### src/rtl/swt_pkg.sv
// Package: shared register addresses, control state and prescale decode
// for the settling wait timer. Assumes a 2-bit register address space.
package swt_pkg;

    typedef enum logic [1:0] {
        SWT_A_CTRL  = 2'd0,
        SWT_A_COUNT = 2'd1,
        SWT_A_STAT  = 2'd2
    } swt_addr_e;

    typedef enum logic [1:0] {
        SWT_RUN       = 2'd0,
        SWT_WAIT_EDGE = 2'd1,
        SWT_SETTLE    = 2'd2
    } swt_state_e;

    // Returns log2 of the divide ratio chosen by a select code.
    function automatic logic [3:0] swt_shift(input logic [2:0] sel);
        case (sel)
            3'd0:    swt_shift = 4'd0;
            3'd1:    swt_shift = 4'd2;
            3'd2:    swt_shift = 4'd4;
            3'd3:    swt_shift = 4'd5;
            3'd4:    swt_shift = 4'd6;
            3'd5:    swt_shift = 4'd8;
            3'd6:    swt_shift = 4'd10;
            default: swt_shift = 4'd12;
        endcase
    endfunction

endpackage

### src/rtl/swt_prescale.sv
// Prescaler: emits one tick every 2**shift cycles while 'active' is high.
// It restarts from zero whenever 'active' is low, so the latency from start
// to the first tick is exactly one full period. Assumes PRE_W >= 12.
module swt_prescale #(
    parameter int PRE_W = 12
) (
    input  logic       clk,
    input  logic       rst_n,
    input  logic       active,
    input  logic [2:0] sel,
    output logic       tick
);
    import swt_pkg::*;

    localparam int CMP_W = PRE_W + 1;

    logic [PRE_W-1:0] pre;
    logic [CMP_W-1:0] ratio_m1;

    // Terminal count for the selected ratio.
    assign ratio_m1 = ({{PRE_W{1'b0}}, 1'b1} << swt_shift(sel)) - CMP_W'(1);
    assign tick     = active && ({1'b0, pre} >= ratio_m1);

    // Divider count: clears when idle or on a tick, otherwise advances.
    always_ff @(posedge clk) begin
        if (!rst_n || !active || tick) pre <= '0;
        else                           pre <= pre + PRE_W'(1);
    end

    // with a steady select, the divider never runs past its terminal count
    a_r2_pre_bound: assert property (@(posedge clk) disable iff (!rst_n)
        (active && $stable(sel)) |-> ({1'b0, pre} <= ratio_m1));

endmodule

### src/rtl/swt_nmi_edge.sv
// NMI edge detector: a two-flop synchronizer followed by a history flop.
// Gives a one-cycle hit on the edge chosen by rise_sel. Assumes nmi_in is
// asynchronous and held for at least two clock cycles per level.
module swt_nmi_edge (
    input  logic clk,
    input  logic rst_n,
    input  logic nmi_in,
    input  logic rise_sel,
    output logic edge_hit
);
    logic s1, s2, s3;

    // Synchronize the line and keep one cycle of history.
    always_ff @(posedge clk) begin
        if (!rst_n) begin
            s1 <= 1'b0;
            s2 <= 1'b0;
            s3 <= 1'b0;
        end else begin
            s1 <= nmi_in;
            s2 <= s1;
            s3 <= s2;
        end
    end

    assign edge_hit = rise_sel ? (s2 && !s3) : (!s2 && s3);

    // an edge hit lasts exactly one cycle
    a_r9_single_hit: assert property (@(posedge clk) disable iff (!rst_n)
        edge_hit |=> !edge_hit);

endmodule

### src/rtl/settle_wdt.sv
// Settling wait timer top. An up-counter, driven by the prescaler, serves
// two uses: a watchdog/interval timer (overflow -> reset or irq, flag set)
// and a clock-settling delay after a standby or frequency-change request
// (overflow -> clk_resume, flag untouched, counter parked at 0).
// Assumes a free-running clk, and that software clears enable before it
// issues a request.
module settle_wdt #(
    parameter int CNT_W = 8,
    parameter int PRE_W = 12
) (
    input  logic             clk,
    input  logic             rst_n,
    input  logic             bus_wr,
    input  logic             bus_rd,
    input  logic [1:0]       bus_addr,
    input  logic [CNT_W-1:0] bus_wdata,
    output logic [CNT_W-1:0] bus_rdata,
    input  logic             standby_req,
    input  logic             freq_req,
    input  logic             nmi_in,
    input  logic             nmi_rise,
    output logic             clk_stop,
    output logic             clk_resume,
    output logic             wdt_reset,
    output logic             wdt_irq
);
    import swt_pkg::*;

    localparam logic [CNT_W-1:0] CNT_MAX = {CNT_W{1'b1}};

    swt_state_e       state;
    logic             en, rst_mode;
    logic [2:0]       sel;
    logic [CNT_W-1:0] cnt;
    logic             flag, flag_armed;
    logic             tick, edge_hit, active, ovf;
    logic             cnt_wr, ctrl_wr, stat_wr, in_settle, in_run;

    assign ctrl_wr   = bus_wr && (bus_addr == SWT_A_CTRL);
    assign cnt_wr    = bus_wr && (bus_addr == SWT_A_COUNT);
    assign stat_wr   = bus_wr && (bus_addr == SWT_A_STAT);
    assign in_settle = (state == SWT_SETTLE);
    assign in_run    = (state == SWT_RUN);
    assign active    = in_settle || (in_run && en);
    assign ovf       = tick && (cnt == CNT_MAX) && !cnt_wr;
    assign clk_stop  = !in_run;

    swt_prescale #(.PRE_W(PRE_W)) u_pre (
        .clk    (clk),
        .rst_n  (rst_n),
        .active (active),
        .sel    (sel),
        .tick   (tick)
    );

    swt_nmi_edge u_nmi (
        .clk      (clk),
        .rst_n    (rst_n),
        .nmi_in   (nmi_in),
        .rise_sel (nmi_rise),
        .edge_hit (edge_hit)
    );

    // Control register: enable, reset-mode, prescale select.
    always_ff @(posedge clk) begin
        if (!rst_n) begin
            en       <= 1'b0;
            rst_mode <= 1'b0;
            sel      <= 3'd0;
        end else if (ctrl_wr) begin
            en       <= bus_wdata[7];
            rst_mode <= bus_wdata[6];
            sel      <= bus_wdata[2:0];
        end
    end

    // Mode sequencing: normal run, waiting for NMI, settling count.
    always_ff @(posedge clk) begin
        if (!rst_n) state <= SWT_RUN;
        else begin
            case (state)
                SWT_RUN: begin
                    if (freq_req)         state <= SWT_SETTLE;
                    else if (standby_req) state <= SWT_WAIT_EDGE;
                end
                SWT_WAIT_EDGE: if (edge_hit) state <= SWT_SETTLE;
                SWT_SETTLE:    if (ovf)      state <= SWT_RUN;
                default:                     state <= SWT_RUN;
            endcase
        end
    end

    // Counter: a software write wins; otherwise it advances on each tick.
    always_ff @(posedge clk) begin
        if (!rst_n)      cnt <= '0;
        else if (cnt_wr) cnt <= bus_wdata;
        else if (tick)   cnt <= cnt + CNT_W'(1);
    end

    // Overflow flag: a watchdog overflow sets it and beats a pending clear.
    always_ff @(posedge clk) begin
        if (!rst_n) begin
            flag       <= 1'b0;
            flag_armed <= 1'b0;
        end else if (in_run && ovf) begin
            flag       <= 1'b1;
            flag_armed <= 1'b0;
        end else if (stat_wr && !bus_wdata[0] && flag_armed) begin
            flag       <= 1'b0;
            flag_armed <= 1'b0;
        end else if (bus_rd && (bus_addr == SWT_A_STAT) && flag) begin
            flag_armed <= 1'b1;
        end
    end

    // Registered event pulses.
    always_ff @(posedge clk) begin
        if (!rst_n) begin
            clk_resume <= 1'b0;
            wdt_reset  <= 1'b0;
            wdt_irq    <= 1'b0;
        end else begin
            clk_resume <= in_settle && ovf;
            wdt_reset  <= in_run && ovf && rst_mode;
            wdt_irq    <= in_run && ovf && !rst_mode;
        end
    end

    // Register read mux.
    always_comb begin
        bus_rdata = '0;
        case (bus_addr)
            SWT_A_CTRL: begin
                bus_rdata[7]   = en;
                bus_rdata[6]   = rst_mode;
                bus_rdata[2:0] = sel;
            end
            SWT_A_COUNT: bus_rdata = cnt;
            SWT_A_STAT:  bus_rdata[0] = flag;
            default:     bus_rdata = '0;
        endcase
    end

    // a settling overflow never raises the flag
    a_r7_no_flag: assert property (@(posedge clk) disable iff (!rst_n)
        clk_resume |-> !$rose(flag));
    // clock released when resume pulses
    a_r7_release: assert property (@(posedge clk) disable iff (!rst_n)
        clk_resume |-> !clk_stop);
    // counter parked at zero after a settling overflow
    a_r8_parked: assert property (@(posedge clk) disable iff (!rst_n)
        clk_resume |-> (cnt == '0));
    // at most one event pulse at a time
    a_r3_one_event: assert property (@(posedge clk) disable iff (!rst_n)
        $onehot0({clk_resume, wdt_reset, wdt_irq}));
    // any watchdog event comes with the flag set
    a_r11_flag_with_event: assert property (@(posedge clk) disable iff (!rst_n)
        (wdt_irq || wdt_reset) |-> flag);
    // counter holds in run mode while disabled and not written
    a_r5_hold: assert property (@(posedge clk) disable iff (!rst_n)
        ($past(in_run) && !$past(en) && !$past(cnt_wr) && $past(rst_n)) |-> $stable(cnt));

endmodule

### config.mk
export PLATFORM = sky130hd
export DESIGN_NAME = settle_wdt
export DESIGN_NICKNAME = d
export VERILOG_FILES = /design/src/rtl/swt_pkg.sv /design/src/rtl/swt_prescale.sv /design/src/rtl/swt_nmi_edge.sv /design/src/rtl/settle_wdt.sv
export SDC_FILE = /design/constraint.sdc
export NUM_CORES = 1
export LEC_CHECK = 0
export ABC_AREA = 1
export BUFFER_PORTS_ARGS = -buffer_cell sky130_fd_sc_hd__buf_2
export CORE_ASPECT_RATIO = 1.75
export CORE_MARGIN = 5
export CORE_UTILIZATION = 60
export DETAILED_ROUTE_END_ITERATION = 16
export PLACE_DENSITY = 0.83
export SLEW_MARGIN = 20
export SYNTH_ARGS = -nofsm -noshare
export SYNTH_HDL_FRONTEND = slang
export SYNTH_HIERARCHICAL = 1
export SYNTH_SLANG_ARGS = --single-unit
### constraint.sdc
create_clock -name clk -period 8 [get_ports clk]
set_input_delay 0.8 -clock clk [delete_from_list [all_inputs] [get_ports clk]]
set_output_delay 0.8 -clock clk [all_outputs]
set_load 0.01 [all_outputs]
* Word-level counts from Yosys, hierarchy flattened
Cells that the tools add are included.
** Word-level totals
- Bits in registers :: 35
- Bits in latches :: 0
- Memory bits (writable) :: 0
- Memory bits (read-only) :: 0
- Bits of input ports :: 18
- Output and inout port bits :: 12
- Word-level logic and storage cells :: 84
- Memories kept :: 0
** Cells by class
- Add/subtract/negate cells :: 3
- Multipliers :: 0
- Divide/modulo/power cells :: 0
- Magnitude comparators :: 1
- Equality and inequality tests :: 14
- Shifts and indexed selects :: 1
- Mux-type cells :: 15
- Bitwise operators :: 1
- Reductions and logical operators :: 35
** Operators with widths (count)
- case mux 4 bit (7 select lines) :: 1
- logical AND 1 bit :: 17
- 2-to-1 mux 8 bit :: 2
- >= comparator 12 x 13 -> 1 bit :: 1
- left shift 1 x 4 -> 13 bit, first input constant :: 1
- subtractor 13 x 1 -> 13 bit, second input constant :: 1
- adder 12 x 1 -> 12 bit, second input constant :: 1
- == test 3 bit, second input constant :: 3
- adder 8 x 1 -> 8 bit, second input constant :: 1
- == test 8 bit, second input constant :: 1
- logical NOT 1 bit :: 8
- 2-to-1 mux 2 bit :: 4
- case mux 2 bit (2 select lines) :: 2
- == test 3 x 2 -> 1 bit, second input constant :: 2
- case mux 2 bit (3 select lines) :: 1
- == test 2 x 1 -> 1 bit, second input constant :: 2
- == test 2 bit, second input constant :: 2
- logical NOT 2 bit :: 2
- inequality test 2 bit, second input constant :: 2
- nonzero test 2 bit :: 2
- == test 3 x 1 -> 1 bit, second input constant :: 1
- logical NOT 3 bit :: 1
- logical OR 1 bit :: 3
- 2-to-1 mux 1 bit :: 3
- other kinds (6) :: 6

* Logic depth before layout (Yosys ltp)
- Depth in word-level cells :: 10
- Gate-level depth with buffers :: 22
- Depth with buffers taken out :: 21

* Hierarchy
The synthesis kept the hierarchy.
** By module, submodules not included
- settle_wdt :: instances 1, cells each 167, area an instance 1102.3 um^2, seq. area each 400.4 um^2
- swt_prescale :: instances 1, cells each 150, area an instance 1037.2 um^2, seq. area each 240.2 um^2
- swt_nmi_edge :: instances 1, cells each 15, area an instance 112.6 um^2, seq. area each 60.1 um^2

* Least setup slack after synthesis
Ideal clock, no wire load.
- Path kind :: reg2reg
- From :: register sel[2]
- To :: register cnt[3]
- Setup time :: 0.119 ns
- Arrival :: 2.412 ns
- Required time :: 7.881 ns
- Setup slack :: 5.470 ns
- Cell stages (with the launch flop) :: 19
- Buffers on the path :: 1
- Clock period less this slack :: 2.530 ns
- Path through :: dfxtp_1 -> buf_2 -> inv_1 -> nand2_1 -> ha_1 -> o32ai_1 -> inv_1 -> ha_1 -> nand3_1 -> nor3_1 -> nand2_1 -> nand3_1 -> nand2_1 -> inv_1 -> inv_1 -> nand2_2 -> o21ai_1 -> nor2_1 -> nor2_1
** On the way
- Cells in the longest elaborated chain, start to end :: 7
- Elaborated cells between the ends (all ways) :: 13
- Those cells by class :: add/sub: 1; order compare: 1; eq/ne: 6; shift: 1; mux: 1; reduce/logical: 3
** RTL lines
- start: declaration :: line settle_wdt.sv:33 : logic [2:0] sel;
- start signal: assignment :: line settle_wdt.sv:73 : sel <= bus_wdata[2:0];
- == test 3 bit (tied with other cells) :: line swt_pkg.sv:19 : case (sel)
- case mux 4 bit (7 select lines) (*) :: line swt_pkg.sv:19
- left shift 1 x 4 -> 13 bit (*) :: line swt_prescale.sv:21 : assign ratio_m1 = ({{PRE_W{1'b0}}, 1'b1} << swt_shift(sel)) - CMP_W'(1);
- subtractor 13 x 1 -> 13 bit (*) :: line swt_prescale.sv:21
- >= comparator 12 x 13 -> 1 bit (*) :: line swt_prescale.sv:22 : assign tick = active && ({1'b0, pre} >= ratio_m1);
- logical AND 1 bit (*) :: line swt_prescale.sv:22
- via tick :: line settle_wdt.sv:36 : logic tick, edge_hit, active, ovf;
- nonzero test 2 bit (no source line) (*)
- end signal: assignment :: line settle_wdt.sv:96 : else if (cnt_wr) cnt <= bus_wdata;
- end signal: assignment :: line settle_wdt.sv:97 : else if (tick) cnt <= cnt + CNT_W'(1);
- end: declaration :: line settle_wdt.sv:34 : logic [CNT_W-1:0] cnt;
Mark *: on every way through the listed nets, which the timed path passes. The rest lies on a longest branch.
A chain may end at the register's enable or synchronous reset.

* Final worst setup path
Ends and elaborated chain as after synthesis.

==> qor.csv <==
stage,metric,value,unit
status,status,"complete, no violations",
floorplanning,num ports,30,
timing,setup TNS,0,ps
finish,most frequent cells in the layout,"76 x nand2_1, 54 x inv_1, 40 x nor2_1",
finish,area occupied by multi-input gates,1303,sq um
clock_network,CTS tree,yes,
logic_synthesis,Syn Nets,365,
min_path,HP Class,reg2reg,
detailed_routing,antenna-violating nets left,0,
timing,Final min period,2955,ps
grt,Congestion Overflow GR,0,
job,MaxCap Viol Count,0,
clock_network,H-tree depth,2,
grt,GRT Total Usage,20.35,%
detailed_routing,Via density,5.270,
critical_path,"Max stage delay cell, worst path",dfxtp_1,
floorplanning,Starting Density,62.07,%
clock_network,hold buffer count at CTS,0,
detailed_routing,DRT iter0 DRCs,62,
finish,"commonest non-fill, non-tap cell in the layout",nand2_1,
timing,Final Hold Vio Count,0,
finish,fillers,335,
logic_synthesis,average cell area after synthesis,6.784,sq um
logic_synthesis,synth unique cells,36,
critical_path,Most Frequent Cell on Critical Path,inv_1,
placement,dpl ws,5095,ps
grt,largest net degree at the start of global routing,18,
timing,setup ws final,5045,ps
placement,HPWL after DPL,4.061,mm
timing,Worst Skew,5.791,ps
detailed_routing,DR pass1 iterations,4,
logic_synthesis,Synth Instances,332,
detailed_routing,vias,2166,
logic_synthesis,synthesized area,2252,sq um
timing,max frequency,338.5,MHz
floorplanning,Die Width,56.32,um
logic_synthesis,Post-synth EDFFs,0,
placement,# port buffers,29,
finish,Area Overhead vs Synth,11.72,%
timing,endpoints failing setup,0,
floorplanning,core outline area,3628,sq um
min_path,Worst Hold Depth,1,
clock_network,root buffer cell,clkbuf_8,
clock_network,Clock Pin Slew Worst Setup and Hold Paths,80,ps
pwr,Power Density,153.3,nW/um^2
critical_path,critical path startpoint category,flop,
finish,layout cell share with drive strength beyond 1,17.53,%
finish,ANT cells,0,
finish,register area,700.7,sq um
grt,first-pass GRT wire length,8.445,mm
logic_synthesis,sequential area share after synthesis,31.11,%
critical_path,CP peak stage delay,510,ps
detailed_routing,wire length per cell,12.25,um
timing,RSZ-0062 raised after global routing,no,
critical_path,R2R depth,18,
critical_path,Setup crit end kind,flop,
timing,Pins Over Slew Limit,0,
pwr,P_leak,1.186,nW
detailed_routing,number of remaining DRC errors,0,
logic_synthesis,Post-synth ARST share,0,%
clock_network,Post CTS Setup Buffer Count,0,
pwr,VDD IR max,0.1464,mV
clock_network,clock insertion delay at the later pin of the skew report,290,ps
logic_synthesis,Yosys reg bits,35,
clock_network,CTS Buffer Depth,2,
timing,Tcrit/Tclk final,36.93,%
critical_path,Crit Path Max Fanout,11,
timing,minimum hold slack,418.9,ps
grt,initial antenna violation count,0,
logic_synthesis,Synth Flop Type,dfxtp_1,
critical_path,crit path DAT,3130,ps
floorplanning,Rows,29,
critical_path,Required @ worst endpoint,8180,ps
grt,vias in the first global route,2097,
floorplanning,die area,5127,sq um
critical_path,crit-path cells,inv_1 > nand2_1 > ha_1 > o21ai_0 > o32ai_1 > inv_1 > ha_1 > nand3_1 > nor3_1 > nand2_1 > nand3_1 > nand2_1 > inv_1 > inv_1 > nand2_2 > o21ai_1 > nor2_1 > nor2_1,
placement,GP Congestion,0.8891,
finish,Final #Nets,397,
clock_network,CTS buffer count,5,
critical_path,critical path class,reg2reg,
floorplanning,Die Ht,91.05,um
clock_network,post-CTS sizing,0,
logic_synthesis,Ys Warns,6,
detailed_routing,final WL,5.035,mm
clock_network,clk sinks,35,
## worst paths after layout
path	endpoint	slack, ps	start
hold reg to reg	wdt_irq	420	rst_mode
hold / removal	wdt_irq	420	rst_mode
setup / recovery	cnt[3]	5050	sel[2]
setup reg to reg	cnt[3]	5050	sel[2]
## area by class of cell
| class | count | area share, % |
|---|---|---|
| clock buffer | 5 | 2.735 |
| multi-input combinational | 235 | 51.77 |
| tap | 46 | 2.287 |
| inverter | 58 | 8.652 |
| clock inverter | 3 | 0.9448 |
| timing repair buffer | 29 | 5.768 |
| sequential | 35 | 27.85 |
## cell usage after synthesis, types with 2 or more instances
cell / count / area share [%]
nor3_1: 3 / 0.67
ha_1: 15 / 8.3
nor2_1: 40 / 6.7
a21oi_1: 15 / 3.3
nand2_2: 8 / 2.2
nor3_4: 2 / 1.4
inv_1: 54 / 9.0
nor2_2: 5 / 1.4
dfxtp_1: 35 / 31
nand3_4: 2 / 1.6
xnor2_1: 2 / 0.78
nand2_1: 76 / 13
o21ai_1: 5 / 1.1
inv_2: 3 / 0.50
nand3_2: 2 / 0.89
buf_6: 2 / 1.0
nand3_1: 24 / 5.3
nand4_1: 4 / 1.1
xor2_1: 6 / 2.3
nand3b_1: 2 / 0.67
o21ai_0: 11 / 2.4
o22ai_1: 2 / 0.56
## power by group
group / internal [mW] / switching (mW)
combinational: 0.0228 / 0.0419
sequential: 0.180 / 0.00738
clock: 0.0622 / 0.0712
## metrics by stage
stage | total power, mW | utilization (%) | instance area (sq um) | instances
floorplan | 0.2358 | - | 2252 | 332
global placement | 0.2538 | 66.79 | 2424 | 403
detailed placement | 0.2550 | 66.79 | 2424 | 403
CTS | 0.3880 | 69.34 | 2516 | 411
global route | 0.4053 | 69.34 | 2516 | 411
finish | 0.3857 | 69.34 | 2516 | 411
## cells by family after synthesis
family | count (synthesis) | share of synthesized area [%]
fa+ha+maj | 15 | 8.333
xor+xnor | 9 | 3.834
compound gates | 38 | 9.278
other cells | 1 | 0.1665
buf+inv | 62 | 11.05
simple gates | 172 | 36.22
flops | 35 | 31.11
## registers in the layout, summed over array words and instances (netlist names), 2 cells and up
signal,cells
sel,3
state,2
cnt,8
u_pre/pre,12
## critical path, delay by kind of cell, from the launching register on
kind,cells,cell delay (ps)
AOI/OAI and AO/OA,3,350
adders and majority gates,2,520
buffers and inverters,4,580
DFF,1,510
and+or+nand+nor,9,890
## routing by layer
metal / GRT usage, % / up-vias / part of all wire [%]
li1: - / 1112 / -
met1: 18.48 / 975 / 35
met2: 39.45 / 58 / 56
met3: 3.121 / 21 / 4.1
met4: 13.86 / 0 / 4.7
met5: 0 / - / 0
No activity file was read; power rests on OpenSTA's default activity.
